--- src/rtl/segchk_pkg.sv ---
package segchk_pkg;
  typedef enum logic [2:0] {
    FLT_NONE   = 3'd0,
    FLT_NULL   = 3'd1,
    FLT_RANGE  = 3'd2,
    FLT_ABSENT = 3'd3,
    FLT_PRIV   = 3'd4,
    FLT_TYPE   = 3'd5,
    FLT_LIMIT  = 3'd6
  } fault_e;

  typedef enum logic [1:0] {
    ACC_FETCH = 2'd0,
    ACC_READ  = 2'd1,
    ACC_WRITE = 2'd2,
    ACC_BAD   = 2'd3
  } acc_e;

  typedef struct packed {
    logic       present;
    logic [1:0] ring;
    logic       code;
    logic       rw;
  } attr_t;

  localparam int ATTR_W = $bits(attr_t);
endpackage

--- src/rtl/segchk_table.sv ---
module segchk_table #(
  parameter int DEPTH  = 8,
  parameter int IDX_W  = $clog2(DEPTH),
  parameter int WORD_W = 53
) (
  input  logic              clk,
  input  logic              we,
  input  logic [IDX_W-1:0]  waddr,
  input  logic [WORD_W-1:0] wdata,
  input  logic [IDX_W-1:0]  raddr,
  output logic [WORD_W-1:0] rdata
);
  logic [WORD_W-1:0] mem [DEPTH];

  always_ff @(posedge clk) begin
    if (we) mem[waddr] <= wdata;
  end

  assign rdata = mem[raddr];
endmodule

--- src/rtl/segchk_rules.sv ---
module segchk_rules
  import segchk_pkg::*;
#(
  parameter int ADDR_W = 32,
  parameter int OFS_W  = 16
) (
  input  logic              is_null,
  input  logic              out_of_range,
  input  attr_t             attr,
  input  logic [ADDR_W-1:0] base,
  input  logic [OFS_W-1:0]  limit,
  input  logic [OFS_W-1:0]  ofs,
  input  logic [1:0]        acc,
  input  logic [1:0]        cpl,
  input  logic [1:0]        rpl,
  output fault_e            fault,
  output logic [ADDR_W-1:0] addr
);
  logic [1:0] eff_ring;
  logic       type_ok;

  always_comb begin
    eff_ring = (cpl > rpl) ? cpl : rpl;
    case (acc_e'(acc))
      ACC_FETCH: type_ok = attr.code;
      ACC_READ:  type_ok = !attr.code || attr.rw;
      ACC_WRITE: type_ok = !attr.code && attr.rw;
      default:   type_ok = 1'b0;
    endcase

    if (is_null)                   fault = FLT_NULL;
    else if (out_of_range)         fault = FLT_RANGE;
    else if (!attr.present)        fault = FLT_ABSENT;
    else if (attr.ring < eff_ring) fault = FLT_PRIV;
    else if (!type_ok)             fault = FLT_TYPE;
    else if (ofs > limit)          fault = FLT_LIMIT;
    else                           fault = FLT_NONE;

    addr = (fault == FLT_NONE) ? base + ADDR_W'(ofs) : '0;
  end
endmodule

--- src/rtl/segchk_top.sv ---
module segchk_top
  import segchk_pkg::*;
#(
  parameter int DEPTH  = 8,
  parameter int IDX_W  = $clog2(DEPTH),
  parameter int ADDR_W = 32,
  parameter int OFS_W  = 16
) (
  input  logic              clk,
  input  logic              rst,
  input  logic              cfg_we,
  input  logic              cfg_tbl,
  input  logic [IDX_W-1:0]  cfg_idx,
  input  logic [ADDR_W-1:0] cfg_base,
  input  logic [OFS_W-1:0]  cfg_limit,
  input  logic              cfg_present,
  input  logic [1:0]        cfg_ring,
  input  logic              cfg_code,
  input  logic              cfg_rw,
  input  logic              req_valid,
  input  logic [15:0]       req_sel,
  input  logic [OFS_W-1:0]  req_ofs,
  input  logic [1:0]        req_acc,
  input  logic [1:0]        req_cpl,
  output logic              rsp_valid,
  output logic [2:0]        rsp_fault,
  output logic [ADDR_W-1:0] rsp_addr
);
  localparam int WORD_W  = ATTR_W + OFS_W + ADDR_W;
  localparam int NTABLES = 2;
  localparam int SLOT_W  = 13;

  logic [WORD_W-1:0] wword;
  logic [WORD_W-1:0] rword [NTABLES];
  logic [WORD_W-1:0] sel_word;
  logic [SLOT_W-1:0] slot;
  logic [IDX_W-1:0]  raddr;
  logic              tbl_bit;
  attr_t             cfg_attr;
  attr_t             rd_attr;
  logic [OFS_W-1:0]  rd_limit;
  logic [ADDR_W-1:0] rd_base;
  fault_e            chk_fault;
  logic [ADDR_W-1:0] chk_addr;

  assign slot     = req_sel[15:3];
  assign tbl_bit  = req_sel[2];
  assign raddr    = slot[IDX_W-1:0];
  assign cfg_attr = '{present: cfg_present, ring: cfg_ring, code: cfg_code, rw: cfg_rw};
  assign wword    = {cfg_attr, cfg_limit, cfg_base};

  for (genvar g = 0; g < NTABLES; g++) begin : g_tbl
    segchk_table #(.DEPTH(DEPTH), .IDX_W(IDX_W), .WORD_W(WORD_W)) u_tbl (
      .clk   (clk),
      .we    (cfg_we && (cfg_tbl == g[0])),
      .waddr (cfg_idx),
      .wdata (wword),
      .raddr (raddr),
      .rdata (rword[g])
    );
  end

  assign sel_word = rword[tbl_bit];
  assign {rd_attr, rd_limit, rd_base} = sel_word;

  segchk_rules #(.ADDR_W(ADDR_W), .OFS_W(OFS_W)) u_rules (
    .is_null      (slot == '0 && !tbl_bit),
    .out_of_range (32'(slot) >= DEPTH),
    .attr         (rd_attr),
    .base         (rd_base),
    .limit        (rd_limit),
    .ofs          (req_ofs),
    .acc          (req_acc),
    .cpl          (req_cpl),
    .rpl          (req_sel[1:0]),
    .fault        (chk_fault),
    .addr         (chk_addr)
  );

  always_ff @(posedge clk) begin
    if (rst) begin
      rsp_valid <= 1'b0;
      rsp_fault <= '0;
      rsp_addr  <= '0;
    end else begin
      rsp_valid <= req_valid;
      rsp_fault <= req_valid ? chk_fault : FLT_NONE;
      rsp_addr  <= req_valid ? chk_addr : '0;
    end
  end
endmodule

--- config.mk ---
export PLATFORM = sky130hd
export DESIGN_NAME = segchk_top
export DESIGN_NICKNAME = d
export VERILOG_FILES = /design/src/rtl/segchk_pkg.sv /design/src/rtl/segchk_table.sv /design/src/rtl/segchk_rules.sv /design/src/rtl/segchk_top.sv
export SDC_FILE = /design/constraint.sdc
export NUM_CORES = 1
export LEC_CHECK = 0
export BUFFER_PORTS_ARGS = -buffer_cell sky130_fd_sc_hd__buf_2
export CORE_UTILIZATION = 44
export CTS_CLUSTER_DIAMETER = 150
export DETAILED_ROUTE_END_ITERATION = 6
export PLACE_DENSITY = 0.69
export SETUP_SLACK_MARGIN = 0.1
export SLEW_MARGIN = 10
export SYNTH_ARGS = -nofsm -noshare
export SYNTH_HDL_FRONTEND = slang
export SYNTH_SLANG_ARGS = --single-unit
export TNS_END_PERCENT = 1
--- constraint.sdc ---
create_clock -name clk -period 6.7 [get_ports clk]
set_clock_uncertainty 0.05 [all_clocks]
set_input_delay 1.005 -clock clk [delete_from_list [all_inputs] [get_ports clk]]
set_output_delay 1.005 -clock clk [all_outputs]
set_load 0.01 [all_outputs]
==> results.toml <==
[outcome]
status = "completed"

[synthesis]
synth_area_sq_um = 34700
async_reset_ff_share_pct = 0
synth.distinct_cells = 70
syn_nets = 1694
syn_area_per_cell_sq_um = 22.2
yosys_warnings = 0
synth_ff_type = "edfxtp_1"
synth_area_leaders = "edfxtp_1 (73%), mux4_2 (15%), dfxtp_1 (2.1%)"
synth-edff-count = 848
yosys.area.top_type = "edfxtp_1"
ys_seq_elements = 884
synthCells = 1560
ys_seq_area_share_pct = 75.5
synth_top_area_share_pct = 73.5

[final_layout]
drive_gt1_share_pct = 31.9
synthToLayoutAreaGrowth_pct = 14.0
instances_no_fill = 2872
final_common_cell = "edfxtp_1"
final_nets = 1892
final_cell_mix = "edfxtp_1 (848), mux4_2 (238), buf_2 (128)"

[route]
vias = 16900
wl_met3_um = 6590
avgViaCountPerCell = 5.89
ant_nets = 0
wl_met2_um = 40600
routedWlPerCell_um = 28.8
maxUsedRoutingLayer = "met5"
m1WireLength_um = 33700
routed_wl_um = 82700
drtIter0Drc = 1842
drt-pass1-iter-count = 5
drcViolationCount = 0

[critical_path]
worstRegToRegCells = 11
crit_fanout = 73
critPathLaunchType = "input port"
path_class = "in -> reg"
required_ns = 7.16
worstPathArrival_ns = 5.50
crit_path_end_kind = "register"

[global_routing]
grt_pass1_vias = 17300
grt_pass1_wl_um = 120000
grt_max_degree = 85
globalRouteTotalUtil_pct = 21.2
globalRouteOverflowTotal = 0
antenna_found_initial = 16

[pwr]
vdd_drop_max_v = 0.000197
p_leak_nw = 12.8
powerDensity_nw_per_um2 = 297

[clock_tree]
post-cts-setup-buffers = 0
cts-root-buf = "clkbuf_16"
path_clk_slew_ns = 0.06
clock_sinks = 884
insertion_delay_ns = 0.65
holdBufCountCts = 0
ctsLongestPathBuffers = 3
cts_resized = 0
cts_tree = "done"
htreeDepth = 3
cts_buffers = 86

[sta]
fmax_mhz = 198
worstMarginPinSlew_ns = 1.18
finalHoldViolations = 0
finalSetupTns_ns = 0
slew_violations = 0
min_period_ns = 5.04
slew_headroom_pct = 21.2
rsz0062_at_grt = "false"
setup_slack_ns = 1.66
setup_viol = 0
fin_crit_sh_pct = 75.2

[job]
cap_violations = 0

[die]
die_area_sq_um = 79900
num_rows = 102
initial_core_util_pct = 44.6
io_pins = 133
chipHeight_um = 283
core-area_sq_um = 77700
die_width_um = 283

[place]
place.detailed.hpwl_um = 47100
pre_cts_ws_ns = 1.01
place.gp.congestion = 0.852
place_inst = 2710
io_buffer_count = 132

[hold_path]
hold_class = "in -> reg"
min_path_cells = 2
metal layers:
| layer | global-route usage [%] | vias up |
|---|---|---|
| met4 | 4.82 | 16 |
| met3 | 4.47 | 139 |
| met1 | 29.4 | 9027 |
| met5 | 0 | - |
| met2 | 34.6 | 749 |
| li1 | - | 6995 |
final cells by class:
| cell class | count | area, sq um |
|---|---|---|
| multi-input cells | 583 | 8060 |
| clock buffers | 118 | 2420 |
| repair buffers | 176 | 1040 |
| inverters | 27 | 101 |
| flip-flops and latches | 884 | 26200 |
| well taps | 1040 | 1300 |
| clock inverters | 41 | 404 |
| diodes | 3 | 7.51 |
| fillers | 6019 | 38200 |
sequential cells by signal (all words and copies together), names as in the netlist:
name	count
rsp_valid	1
g_tbl.u_tbl.mem	848
rsp_addr	32
rsp_fault	3
synthesized netlist by cell type (4+ instances only):
master and instances:
edfxtp_1 848, mux4_2 238, nor2_1 55, buf_2 37
dfxtp_1 36, ha_1 36, inv_1 27, a21oi_1 25
nand2_1 24, nor2b_1 18, o22ai_1 16, xor2_1 15
nor3_1 13, nand2b_1 10, nand4_1 10, xnor2_1 10
a21o_1 8, o21ai_0 8, buf_4 7, a22oi_1 6
clkbuf_1 6, mux4_1 6, nand3_1 6, buf_1 5
buf_6 5, a22o_1 4, nor3_2 4, nor4_4 4
where the power goes:
part / leakage [nW] / internal (W) / switching, W
combinational: 3.48 / 0.000315 / 0.000451
sequential: 7.95 / 0.00616 / 0.0000226
clock: 1.38 / 0.00274 / 0.00206
total: 12.8 / 0.00922 / 0.00253
worst paths after layout:
kind                                                 from           end  slack, ns
worst min register to register  g_tbl[0].u_tbl.mem[6][19]  rsp_addr[19]       0.84
worst max-delay path                           req_sel[3]  rsp_addr[24]       1.66
worst min-delay path                                  rst     rsp_valid       0.52
worst max register to register   g_tbl[1].u_tbl.mem[4][2]  rsp_addr[24]       2.51
per-stage QoR:
step	cell area (sq um)	hold WS (ns)	total power, W	util (%)
2_1_floorplan	34700	0.756	0.00679	-
3_3_place_gp	36700	0.818	0.00704	47.2
3_5_place_dp	36700	0.829	0.00707	47.2
4_1_cts	39500	0.490	0.0118	50.8
5_1_grt	39500	0.505	0.0121	50.8
6_report	39500	0.521	0.0118	50.8
critical path: stages:
cell and delay, ns:
buf_8 0.59, buf_4 0.37, mux4_2 0.52, mux4_2 0.52, inv_1 0.09, fa_1 0.18
nor2b_1 0.08, o31a_1 0.30, o31a_1 0.28, a211o_1 0.34, a221oi_2 0.65, nor3_1 0.17
xnor2_1 0.15, nor2b_1 0.14
kinds of logic (layout without fill, tap and decap cells):
logic type | count (synthesis) | after routing | synth area share, %
AND/OR/NAND/NOR | 170 | 170 | 2.78
adder cells (fa/ha/maj) | 37 | 37 | 1.36
flip-flops | 884 | 884 | 75.5
buffers and inverters | 93 | 362 | 1.54
XOR/XNOR | 25 | 25 | 0.632
multiplexers | 248 | 248 | 16.0
AO/OA/AOI/OAI | 103 | 103 | 2.12
other | 0 | 3 | 0
No activity file was read; power rests on OpenSTA's default activity.
